## src/rtl/gpio_irq_pkg.sv

```systemverilog
package gpio_irq_pkg;
  localparam int unsigned ADDR_W  = 12;
  localparam int unsigned DATA_W  = 32;

  localparam logic [ADDR_W-1:0] OFS_POL  = 12'h290;
  localparam logic [ADDR_W-1:0] OFS_FUNC = 12'h294;
  localparam logic [ADDR_W-1:0] OFS_DIR  = 12'h29C;
  localparam logic [ADDR_W-1:0] OFS_DOUT = 12'h2A0;
  localparam logic [ADDR_W-1:0] OFS_DIN  = 12'h2A4;

  typedef enum logic [2:0] {
    RSEL_NONE,
    RSEL_POL,
    RSEL_FUNC,
    RSEL_DIR,
    RSEL_DOUT,
    RSEL_DIN
  } reg_sel_e;

  function automatic reg_sel_e decode_ofs(input logic [ADDR_W-1:0] a);
    case (a)
      OFS_POL:  return RSEL_POL;
      OFS_FUNC: return RSEL_FUNC;
      OFS_DIR:  return RSEL_DIR;
      OFS_DOUT: return RSEL_DOUT;
      OFS_DIN:  return RSEL_DIN;
      default:  return RSEL_NONE;
    endcase
  endfunction

  // Function-select bit that enables interrupt mode for a pin.
  function automatic int unsigned func_bit(input int unsigned pin);
    return (pin * 2) % DATA_W;
  endfunction
endpackage

```

## src/rtl/gpio_in_sync.sv

```systemverilog
module gpio_in_sync #(
  parameter int unsigned NUM_PINS = 22
) (
  input  logic                clk,
  input  logic                rst_n,
  input  logic [NUM_PINS-1:0] pin_async,
  output logic [NUM_PINS-1:0] pin_sync
);
  logic [NUM_PINS-1:0] meta_q;
  logic [NUM_PINS-1:0] sync_q;
  logic [1:0]          warm_q;

  for (genvar i = 0; i < NUM_PINS; i++) begin : g_pin
    always_ff @(posedge clk or negedge rst_n) begin
      if (!rst_n) begin
        meta_q[i] <= 1'b0;
        sync_q[i] <= 1'b0;
      end else begin
        meta_q[i] <= pin_async[i];
        sync_q[i] <= meta_q[i];
      end
    end
  end

  always_ff @(posedge clk or negedge rst_n) begin
    if (!rst_n) warm_q <= 2'd0;
    else if (warm_q != 2'd2) warm_q <= warm_q + 2'd1;
  end

  assign pin_sync = sync_q;

  // synchronised level equals the pin level two edges earlier
  assert_sync_latency_R4: assert property (@(posedge clk) disable iff (!rst_n)
    (warm_q == 2'd2) |-> (pin_sync == $past(pin_async, 2)));
endmodule

```

## src/rtl/gpio_regfile.sv

```systemverilog
module gpio_regfile
  import gpio_irq_pkg::*;
#(
  parameter int unsigned NUM_PINS = 22,
  parameter int unsigned IRQ_BASE = 8,
  parameter int unsigned NUM_IRQ  = 6
) (
  input  logic                clk,
  input  logic                rst_n,
  input  logic                req_valid,
  input  logic                req_write,
  input  logic [ADDR_W-1:0]   req_addr,
  input  logic [DATA_W-1:0]   req_wdata,
  output logic                rsp_valid,
  output logic [DATA_W-1:0]   rsp_rdata,
  input  logic [NUM_PINS-1:0] pin_sync,
  output logic [NUM_PINS-1:0] pin_oe,
  output logic [NUM_PINS-1:0] pin_dout,
  output logic [NUM_IRQ-1:0]  irq_en,
  output logic [NUM_IRQ-1:0]  irq_pol
);
  logic [DATA_W-1:0] pol_q, func_q, dir_q, dout_q;
  logic [DATA_W-1:0] din_ext, rd_mux;
  reg_sel_e          sel;
  logic              wr_en, rd_en, rd_miss_q;

  assign sel   = decode_ofs(req_addr);
  assign wr_en = req_valid && req_write;
  assign rd_en = req_valid && !req_write;

  always_comb begin
    din_ext = '0;
    din_ext[NUM_PINS-1:0] = pin_sync;
  end

  always_comb begin
    case (sel)
      RSEL_POL:  rd_mux = pol_q;
      RSEL_FUNC: rd_mux = func_q;
      RSEL_DIR:  rd_mux = dir_q;
      RSEL_DOUT: rd_mux = dout_q;
      RSEL_DIN:  rd_mux = din_ext;
      default:   rd_mux = '0;
    endcase
  end

  always_ff @(posedge clk or negedge rst_n) begin
    if (!rst_n) begin
      pol_q  <= '0;
      func_q <= '0;
      dir_q  <= '0;
      dout_q <= '0;
    end else if (wr_en) begin
      case (sel)
        RSEL_POL:  pol_q  <= req_wdata;
        RSEL_FUNC: func_q <= req_wdata;
        RSEL_DIR:  dir_q  <= req_wdata;
        RSEL_DOUT: dout_q <= req_wdata;
        default: ;
      endcase
    end
  end

  always_ff @(posedge clk or negedge rst_n) begin
    if (!rst_n) begin
      rsp_valid <= 1'b0;
      rsp_rdata <= '0;
      rd_miss_q <= 1'b0;
    end else begin
      rsp_valid <= rd_en;
      rd_miss_q <= rd_en && (sel == RSEL_NONE);
      if (rd_en) rsp_rdata <= rd_mux;
    end
  end

  assign pin_oe   = dir_q[NUM_PINS-1:0];
  assign pin_dout = dout_q[NUM_PINS-1:0];

  for (genvar n = 0; n < NUM_IRQ; n++) begin : g_irq_cfg
    assign irq_en[n]  = func_q[func_bit(IRQ_BASE + n)];
    assign irq_pol[n] = pol_q[n];
  end

  // a response follows exactly the cycles after a read request
  assert_rsp_timing_R3: assert property (@(posedge clk) disable iff (!rst_n)
    rd_en |=> rsp_valid);
  assert_no_spurious_rsp_R3: assert property (@(posedge clk) disable iff (!rst_n)
    !rd_en |=> !rsp_valid);
  // unmapped reads return zero
  assert_unmapped_zero_R5: assert property (@(posedge clk) disable iff (!rst_n)
    (rsp_valid && rd_miss_q) |-> (rsp_rdata == '0));
  // registers stay still unless a write hits them
  assert_pol_hold_R5: assert property (@(posedge clk) disable iff (!rst_n)
    !(wr_en && sel == RSEL_POL) |=> $stable(pol_q));
endmodule

```

## src/rtl/gpio_irq_norm.sv

```systemverilog
module gpio_irq_norm #(
  parameter int unsigned NUM_IRQ = 6
) (
  input  logic [NUM_IRQ-1:0] win_pins,
  input  logic [NUM_IRQ-1:0] irq_en,
  input  logic [NUM_IRQ-1:0] irq_pol,
  output logic [NUM_IRQ-1:0] irq_out
);
  for (genvar n = 0; n < NUM_IRQ; n++) begin : g_line
    logic active;
    // Polarity 1: high level active; polarity 0: low level active.
    assign active     = irq_pol[n] ? win_pins[n] : ~win_pins[n];
    assign irq_out[n] = irq_en[n] & active;
  end
endmodule

```

## src/rtl/gpio_irq_ctrl.sv

```systemverilog
module gpio_irq_ctrl
  import gpio_irq_pkg::*;
#(
  parameter int unsigned NUM_PINS = 22,
  parameter int unsigned IRQ_BASE = 8,
  parameter int unsigned NUM_IRQ  = 6
) (
  input  logic                clk,
  input  logic                rst_n,
  input  logic                req_valid,
  input  logic                req_write,
  input  logic [ADDR_W-1:0]   req_addr,
  input  logic [DATA_W-1:0]   req_wdata,
  output logic                rsp_valid,
  output logic [DATA_W-1:0]   rsp_rdata,
  input  logic [NUM_PINS-1:0] gpio_in,
  output logic [NUM_PINS-1:0] gpio_out,
  output logic [NUM_PINS-1:0] gpio_oe,
  output logic [NUM_IRQ-1:0]  irq_out
);
  logic [NUM_PINS-1:0] pin_sync;
  logic [NUM_IRQ-1:0]  irq_en, irq_pol;

  gpio_in_sync #(.NUM_PINS(NUM_PINS)) sync_i (
    .clk       (clk),
    .rst_n     (rst_n),
    .pin_async (gpio_in),
    .pin_sync  (pin_sync)
  );

  gpio_regfile #(
    .NUM_PINS (NUM_PINS),
    .IRQ_BASE (IRQ_BASE),
    .NUM_IRQ  (NUM_IRQ)
  ) regs_i (
    .clk       (clk),
    .rst_n     (rst_n),
    .req_valid (req_valid),
    .req_write (req_write),
    .req_addr  (req_addr),
    .req_wdata (req_wdata),
    .rsp_valid (rsp_valid),
    .rsp_rdata (rsp_rdata),
    .pin_sync  (pin_sync),
    .pin_oe    (gpio_oe),
    .pin_dout  (gpio_out),
    .irq_en    (irq_en),
    .irq_pol   (irq_pol)
  );

  gpio_irq_norm #(.NUM_IRQ(NUM_IRQ)) norm_i (
    .win_pins (pin_sync[IRQ_BASE +: NUM_IRQ]),
    .irq_en   (irq_en),
    .irq_pol  (irq_pol),
    .irq_out  (irq_out)
  );

  // pin direction changes only after a write to the direction register
  assert_dir_hold_R2: assert property (@(posedge clk) disable iff (!rst_n)
    !(req_valid && req_write && req_addr == OFS_DIR) |=> $stable(gpio_oe));

  for (genvar n = 0; n < NUM_IRQ; n++) begin : g_chk
    // a line whose pin is not in interrupt mode stays low
    assert_irq_off_R8: assert property (@(posedge clk) disable iff (!rst_n)
      !irq_en[n] |-> !irq_out[n]);
  end
endmodule

```

## config.mk

```make
export PLATFORM = sky130hd
export DESIGN_NAME = gpio_irq_ctrl
export DESIGN_NICKNAME = d
export VERILOG_FILES = /design/src/rtl/gpio_irq_pkg.sv /design/src/rtl/gpio_in_sync.sv /design/src/rtl/gpio_regfile.sv /design/src/rtl/gpio_irq_norm.sv /design/src/rtl/gpio_irq_ctrl.sv
export SDC_FILE = /design/constraint.sdc
export NUM_CORES = 1
export LEC_CHECK = 0
export ABC_CLOCK_PERIOD_IN_PS = 1200
export BUFFER_PORTS_ARGS = -buffer_cell sky130_fd_sc_hd__clkbuf_2
export CAP_MARGIN = 20
export CORE_AREA = 4 4 177 179
export CTS_CLUSTER_DIAMETER = 50
export DETAILED_ROUTE_END_ITERATION = 12
export DIE_AREA = 0 0 181 183
export GPL_ROUTABILITY_DRIVEN = 0
export GPL_TIMING_DRIVEN = 0
export HOLD_SLACK_MARGIN = 0.1
export PLACE_DENSITY_LB_ADDON = 0.25
export SLEW_MARGIN = 20
export SYNTH_ARGS = -nofsm -noshare
export SYNTH_HDL_FRONTEND = slang
export SYNTH_SLANG_ARGS = --single-unit
```

## constraint.sdc

```tcl
create_clock -name clk -period 1.2 [get_ports clk]
set_input_delay 0.06 -clock clk [delete_from_list [all_inputs] [get_ports clk]]
set_output_delay 0.06 -clock clk [all_outputs]
set_load 0.01 [all_outputs]
```

# Word-level counts from Yosys, hierarchy flattened

Cells that the tools add are included.

Flip-flop bits (word level): 205
Input port bits: 70
Output and inout port bits: 83

Eq/ne operators: 10
Mux-type cells: 8
Bitwise logic cells: 12
Reduce and logical (&&, ||, !) cells: 7

Operator list:

| kind                                                                    | number |
|---|---|
| 32-bit one-hot mux with 5 select lines                                  | 1 |
| 12-bit by 10-bit equality test with 1-bit output, second input constant | 5 |
| 3-bit one-hot mux with 5 select lines                                   | 1 |
| 2-bit AND reduction                                                     | 4 |
| 1-bit AND                                                               | 6 |
| 3-bit by 2-bit equality test with 1-bit output, second input constant   | 2 |
| 3-bit equality test, second input constant                              | 2 |
| 1-bit two-way mux                                                       | 6 |
| 1-bit inverter                                                          | 6 |
| 3-bit by 1-bit equality test with 1-bit output, second input constant   | 1 |
| 1-bit logical AND                                                       | 2 |
| 1-bit logical NOT                                                       | 1 |

# Logic depth before layout (Yosys ltp)

Gate-level depths: netlist of the first run.

Depth after elaboration: 4
Gate-level depth with buffers: 7
Mapped depth without buffers: 5

# Modules after synthesis

Synthesis of the first run repeated with hierarchy kept, for this count alone.

Cell total of the unflattened synthesis: 687
Area, all modules: 9172.5 um2

Modules (own cells, without submodules):

| module        | instances | cells an instance | area an instance (um2) | seq. area each (um2) |
|---|---|---|---|---|
| gpio_regfile  | 1         | 631               | 7981.4                 | 4028.9 |
| gpio_in_sync  | 1         | 44                | 1101.1                 | 1101.1 |
| gpio_irq_norm | 1         | 12                | 90.1                   | 0.0 |

# Least setup slack after synthesis of the first run

No wires, ideal clock.

Path type: input -> register
From: input port req_addr[8]
To: register regs_i.func_q[10]
Arrival time: 1.992 ns
Required time: 1.075 ns
Path slack: -0.917 ns
Cell stages on the path: 6
Path buffers: 2
Cells stage by stage: or4b_4 or3_1 or4b_1 buf_2 buf_6 mux2_4

Longest elaborated chain between the ends: 4
Elaborated cells between the ends (all ways): 8
Those cells by class: eq/ne (6); mux (1); reduce/logical (1)

RTL lines:

| item                                             | RTL line            | text |
|---|---|---|
| start: declaration                               | gpio_irq_ctrl.sv:12 | `input logic [ADDR_W-1:0] req_addr,` |
| 12-bit by 10-bit equality test with 1-bit output | gpio_irq_pkg.sv:21  | `case (a)` |
| 3-bit one-hot mux with 5 select lines *          | gpio_irq_pkg.sv:21  |  |
| 3-bit by 2-bit equality test with 1-bit output * | gpio_regfile.sv:54  | `case (sel)` |
| 2-bit AND reduction (no line) *                  | -                   |  |
| end signal: assignment                           | gpio_regfile.sv:56  | `RSEL_FUNC: func_q <= req_wdata;` |
| end: declaration                                 | gpio_regfile.sv:22  | `logic [DATA_W-1:0] pol_q, func_q, dir_q, dout_q;` |

Mark *: on every way between the ends. The rest lies on a longest branch, timed or not.
A chain may end at the register's enable or synchronous reset.

# Worst setup path in the final report of the first run

From: input port req_addr[10]
To: register regs_i.func_q[28]

The elaborated chain is that of the path after synthesis.

==> impl_metrics.ini, run 1 <==
[floorplanning]
initial_utilization_pct = 29.8
core.rowCount = 63
dieHeight_um = 183
die_area_sq_um = 33100
die_w_um = 181
core_sq_um = 29600
ios = 153

[timing]
setup_viol = 168
hold_violations = 0
worst_pin_slew_ns = 0.749
setup_ws_ns = -0.597
relSlewSlack_pct = 50.1
period_share_pct = 150
slew_viol_final = 0
finalCriticalPeriod_ns = 1.80
rsz0062_at_grt = true
skew_ns = 0.0115
fmax_mhz = 556
tns_ns = -69.66

[pwr]
fin_total_pwr_uw = 16700
leakage_uw = 0.00646
peakVddDrop_mv = 1.08
powerDensity_nw_per_um2 = 1270

[critical_path]
cp_cell_sequence = clkbuf_2 -> or4b_4 -> or3_4 -> or4b_4 -> buf_12 -> mux2_4
max_stage_delay_ns = 0.60
r2r_slack_ns = -0.22
cp-start-kind = input port
cp.required_ns = 1.61
r2r_start = regs_i.pol_q[0]
worstSetupStartpoint = req_addr[10]
critPathMaxFanout = 10
critPathArrivalTime_ns = 2.21
crit_type = input port to register
worst_setup_path_end_kind = register
cp.buffers_inverters = 2
cpLargestDelayFamily = simple AND/OR/NAND/NOR gates
crit_top_cell = or4b_4
worst_path_max_delay_cell = or4b_4

[detailed_routing]
drc = 0
ant_nets = 0
drtIter0Drc = 335
wl_per_cell_um = 20.3
drtPass1Iterations = 4
via_per_inst = 4.71
wirelength_mm = 26.5
via_count = 6170

[global_route]
track_usage_pct = 15.5
grt_pass1_wl_mm = 40.1
grt_pass1_vias = 6527
grt_overflow = 0
antenna_found_initial = 0
grt_max_degree = 88

[synthesis]
synth_area_leaders = dfrtp_1 58%, mux2_2 15%, mux2_4 5.1%
synth_nets = 680
ys_seq_area_share_pct = 58.3
yosys_register_bits = 205
ys_warn_count = 0
yosysUniqueCellTypes = 37
synth_top_area_share_pct = 58.3
synth_area_sq_um = 8800
syn_avg_cell_area_sq_um = 14.4
syn_inst = 610
synth_top_area_cell = dfrtp_1

[cts]
clk_latency_ns = 0.54
cts_tree = built
cts_buffers = 30
clock-sinks = 205
cts.clk_slew.worst_paths_ns = 0.05
cts-root-buf = clkbuf_16
clockBufferDepth = 3
htreeDepth = 1

[finish]
area_growth_pct = 49.4
layout.nets = 967
antenna_cells = 0
layout-drive-gt1-share_pct = 57.5

[run_status]
violations = setup timing
outcome = complete, but fails checks

[run]
cap_violations = 0

[placed_design]
io_buffers = 151
hpwl_mm = 16.7

[hold_path]
hp-class = input port to async pin
-- worst paths after layout --
check / end / cells past startpoint
setup / recovery: regs_i.func_q[28] / 6
max in group asynchronous: regs_i.pol_q[15] / 3
min in group clk: regs_i.rsp_rdata[24] / 4
hold reg to reg: sync_i.pin_sync[14] / 0
hold / removal: regs_i.dout_q[30] / 2
setup reg to reg: regs_i.rsp_rdata[0] / 5
-- sequential cells by signal (all words and copies together) (netlist names) --
register          count
regs_i.rsp_valid      1
regs_i.dout_q        32
regs_i.rsp_rdata     32
regs_i.pol_q         32
sync_i.pin_sync      22
regs_i.func_q        32
regs_i.dir_q         32
sync_i.meta_q        22
-- cell usage after synthesis --
library cell / n
nand3_1: 1
nor2b_1: 1
o31ai_1: 1
and2_1: 7
nor4b_1: 1
a2bb2oi_1: 1
dfrtp_1: 205
nand2b_1: 4
o2bb2ai_1: 1
or3_1: 1
nor2_1: 4
o22ai_1: 22
nor4b_4: 1
buf_1: 7
xnor2_1: 7
nor4_1: 11
nor4bb_1: 1
clkbuf_1: 22
mux2i_1: 23
or4b_4: 1
and3b_1: 1
nor3_1: 1
and3_1: 1
nand2_1: 3
or4b_1: 1
buf_6: 3
a32oi_1: 1
a22oi_1: 31
mux2_2: 116
inv_1: 2
a22o_1: 31
buf_4: 47
a221o_1: 9
or3b_1: 1
mux2_4: 30
buf_2: 6
mux2_1: 4
-- placed cells by master (no fill, tap or decap), types with 4 or more instances in the layout --
master,Yosys,final
buf_12,0,18
o22ai_1,22,19
a221o_1,9,9
a22oi_2,0,18
mux2_4,30,48
buf_4,47,59
inv_6,0,4
dfrtp_1,205,200
buf_8,0,7
dlygate4sd3_1,0,58
mux2i_1,23,23
dfrtp_2,0,5
nor4_1,11,5
buf_16,0,8
buf_6,3,31
clkbuf_2,0,139
nor4_2,0,5
a22o_1,31,31
clkbuf_16,0,35
xnor2_2,0,4
nand2b_1,4,4
mux2_2,116,100
clkbuf_1,22,9
and2_4,0,4
clkbuf_8,0,13
a22oi_1,31,13
-- logic make-up after synthesis --
kind of cell / count (synthesis) / synth area share, %
simple gates: 41 / 3.14
flops: 205 / 58.3
compound gates: 97 / 8.70
mux: 173 / 23.1
xor+xnor: 7 / 0.697
buf+inv: 87 / 6.06
-- through the flow --
stage               hold slack, ns  util (%)  instances  setup slack, ns  instance area, sq um
floorplan                   -0.236         -        610           -0.917                  8900
global placement             0.169      34.3       1151            -4.17                 10100
detailed placement          0.0901      34.5       1153            -1.34                 10200
CTS                         0.0843      43.4       1303           -0.543                 12800
global route                 0.136      44.5       1309           -0.592                 13100
finish                      0.0820      44.5       1309           -0.597                 13100
-- report_power, final --
part           internal (uW)  switching [uW]
clock network           5550            3260
registers               7010            40.3
logic                    375             511
total                  12900            3810
-- layout make-up --
class                   count  area, sq um
clock buffers              41          873
repair buffers            298         2500
inverters                   2         7.51
multi-input cells         318         3490
well taps                 390          488
clock inverters            13          150
flip-flops and latches    205         5140
fillers                  2702        16400
plain buffers              42          498
-- timing repair --
item,4_1_cts,5_1_grt
hold buffers,58,0
endpoints found under the setup margin,206,175
resized for setup,124,84
pin swaps,48,29
endpoints found under the hold margin,357,0
buffers inserted,68,11
cloned,6,4
-- per-layer routing --
layer | vias to the layer above | wire (um) | GRT usage (%)
met4 | 0 | 475 | 3.42
met2 | 167 | 12500 | 25.2
met3 | 35 | 1510 | 3.11
met1 | 3180 | 12100 | 21.6
li1 | 2788 | - | -
met5 | - | 0 | 0
Note: power is estimated with default switching activity, not from simulation.
==> run 2, diff against run 1 <==
--- a/config.mk
+++ b/config.mk
@@ -5,6 +5,7 @@
 export SDC_FILE = /design/constraint.sdc
 export NUM_CORES = 1
 export LEC_CHECK = 0
+export ABC_AREA = 1
 export ABC_CLOCK_PERIOD_IN_PS = 1200
 export BUFFER_PORTS_ARGS = -buffer_cell sky130_fd_sc_hd__clkbuf_2
 export CAP_MARGIN = 20
==> impl_metrics.ini, run 2 <==
[timing]
finalCriticalPeriod_ns = 1.46
skew_ns = 0.00695
rsz0062_at_grt = true
worst_pin_slew_ns = 0.703
fmax_mhz = 685
hold_violations = 0
period_share_pct = 122
setup_viol = 7
slew_viol_final = 0
relSlewSlack_pct = 53.1
setup_ws_ns = -0.259

[critical_path]
crit_type = register to output pin
cp-start-kind = register
worst_path_max_delay_cell = dfrtp_2
worst_setup_path_end_kind = output pin
cpLargestDelayFamily = flip-flops
critPathArrivalTime_ns = 1.40
r2r_slack_ns = 0.06
cp_cell_sequence = inv_2 -> o21ai_2 -> a21oi_2 -> buf_2
critPathMaxFanout = 2
cp.buffers_inverters = 2
cp.required_ns = 1.14
max_stage_delay_ns = 0.44

[global_route]
grt_busiest_layer = met2
grt_overflow = 0
track_usage_pct = 17.1
grt_max_degree = 90
met1_usage_pct = 23.7
grt_pass1_vias = 7685
grt_pass1_wl_mm = 44.8
use_met2_pct = 27.6
met3_usage_pct = 3.17
antenna_found_initial = 0

[finish]
area_growth_pct = 34.3
layout-drive-gt1-share_pct = 27.1
mostFrequentLayoutCell = nand2_1
multi_input_area_sq_um = 2940
fillers = 3047
regArea_sq_um = 5130
layout.nets = 1305
mostFrequentLayoutCells = 324 x nand2_1, 203 x dfrtp_1, 132 x clkbuf_2
postLayoutCellArea_sq_um = 11900
antenna_cells = 0

[detailed_routing]
drc = 0
via_count = 7552
wirelength_mm = 29.0
via_per_inst = 4.60
drtIter0Drc = 584
ant_nets = 0
wl_per_cell_um = 17.7
drtPass1Iterations = 5

[cts]
cts_buffers = 26
cts.clk_slew.worst_paths_ns = 0.06
clock-sinks = 205
cts-root-buf = clkbuf_16
htreeDepth = 1
clockBufferDepth = 3
clk_latency_ns = 0.52
cts_tree = built

[run_status]
outcome = complete, but fails checks
violations = setup timing

[synthesis]
synth_top_area_share_pct = 57.9
synth_top_area_cell = dfrtp_1
synth_area_leaders = dfrtp_1 58%, nand2_1 14%, nand3_1 6.7%
yosysMostFrequentCell = nand2_1
synth_area_sq_um = 8850
yosys_register_bits = 205
async_flop_share_pct = 100
ys_seq_area_share_pct = 57.9
yosysUniqueCellTypes = 23
synth_ff_type = dfrtp_1
synth_edf_count = 0
ys_warn_count = 0
synth_nets = 1064
yosys-top-cells-count = 329 x nand2_1, 205 x dfrtp_1, 118 x nand3_1
syn_inst = 994
syn_avg_cell_area_sq_um = 8.91

[placed_design]
preCtsSetupSlack_ns = -0.592
hpwl_mm = 19.8
post_dp_cell_area_sq_um = 10200
io_buffers = 152

[pwr]
peakVddDrop_mv = 0.727
leakage_uw = 0.00615
powerDensity_nw_per_um2 = 1320

[floorplanning]
core_sq_um = 29600
die_w_um = 181
ios = 153
initial_utilization_pct = 30.0
core.rowCount = 63
dieHeight_um = 183
die_area_sq_um = 33100

[hold_path]
hp-class = input port to async pin

[run]
cap_violations = 0
[run 2: cell types whose count changed after synthesis, sizes merged, moves of 27 or more]
cell / delta
a22oi: -31
inv: +45
nor2: +31
o21ai: +134
nand2: +329
a22o: -31
buf: +27
nand3: +119
mux2: -150
[run 2: per-stage QoR]
stage / setup TNS (ns) / utilization [%] / instances / hold slack [ns] / power, uW
5_1_grt: -1.63 / 40.2 / 1643 / 0.0591 / 16300
3_5_place_dp: -59.23 / 34.4 / 1538 / 0.0343 / 7740
3_3_place_gp: -899.68 / 34.2 / 1536 / 0.170 / 7710
6_report: -1.30 / 40.2 / 1643 / 0.0292 / 15700
4_1_cts: -1.53 / 39.9 / 1641 / -0.112 / 15900
2_1_floorplan: 0 / - / 994 / -0.236 / 7320
[run 2: worst paths after layout]
path	from	to	depth (start not counted)
setup / recovery	sync_i.pin_sync[12]	irq_out[4]	4
max in group asynchronous	rst_n	sync_i.pin_sync[8]	3
min in group clk	req_write	regs_i.rsp_valid	3
hold / removal	rst_n	regs_i.rsp_rdata[28]	2
hold reg to reg	sync_i.meta_q[4]	sync_i.pin_sync[4]	0
setup reg to reg	regs_i.dout_q[5]	regs_i.rsp_rdata[5]	7
[run 2: report_power, final]
| part | internal [uW] | switching, uW |
|---|---|---|
| clock network | 4870 | 3090 |
| registers | 7000 | 44.1 |
| logic | 282 | 433 |
[run 2: worst reg2reg max path, cell delays in order, from the launching register on]
cell and delay (ns):
dfrtp_1 0.44, buf_6 0.15, nand3_2 0.06, nand2_1 0.05, nor2_1 0.10, nand2_1 0.07, nand2_2 0.08, nand2_1 0.07
[run 2: timing repair]
item | in CTS | in global routing
gates resized for setup | 36 | 35
hold endpoints to repair | 358 | 46
hold buffers | 55 | 2
pin swaps | 0 | 12
buffers inserted | 46 | 1
setup endpoints to repair | 73 | 39
[run 2: layer usage]
layer	vias to the layer above	part of all wire, %
met5	-	0
met3	52	5.8
met1	3601	46
met4	0	2.8
li1	3659	-
met2	240	45
[run 2: final cells by class]
type | count | share of cell area [%]
flip-flops and latches | 205 | 43.2
multi-input cells | 641 | 24.7
repair buffers | 257 | 15.9
clock buffers | 33 | 6.29
well taps | 390 | 4.10
plain buffers | 57 | 3.11
inverters | 47 | 1.48
clock inverters | 13 | 1.23
[run 2: cell families (layout without fill, tap and decap cells)]
family | after synthesis | count (layout) | synth area share, %
simple gates | 501 | 501 | 24.2
flops | 205 | 205 | 57.9
buf+inv | 148 | 407 | 9.72
compound gates | 140 | 140 | 8.17
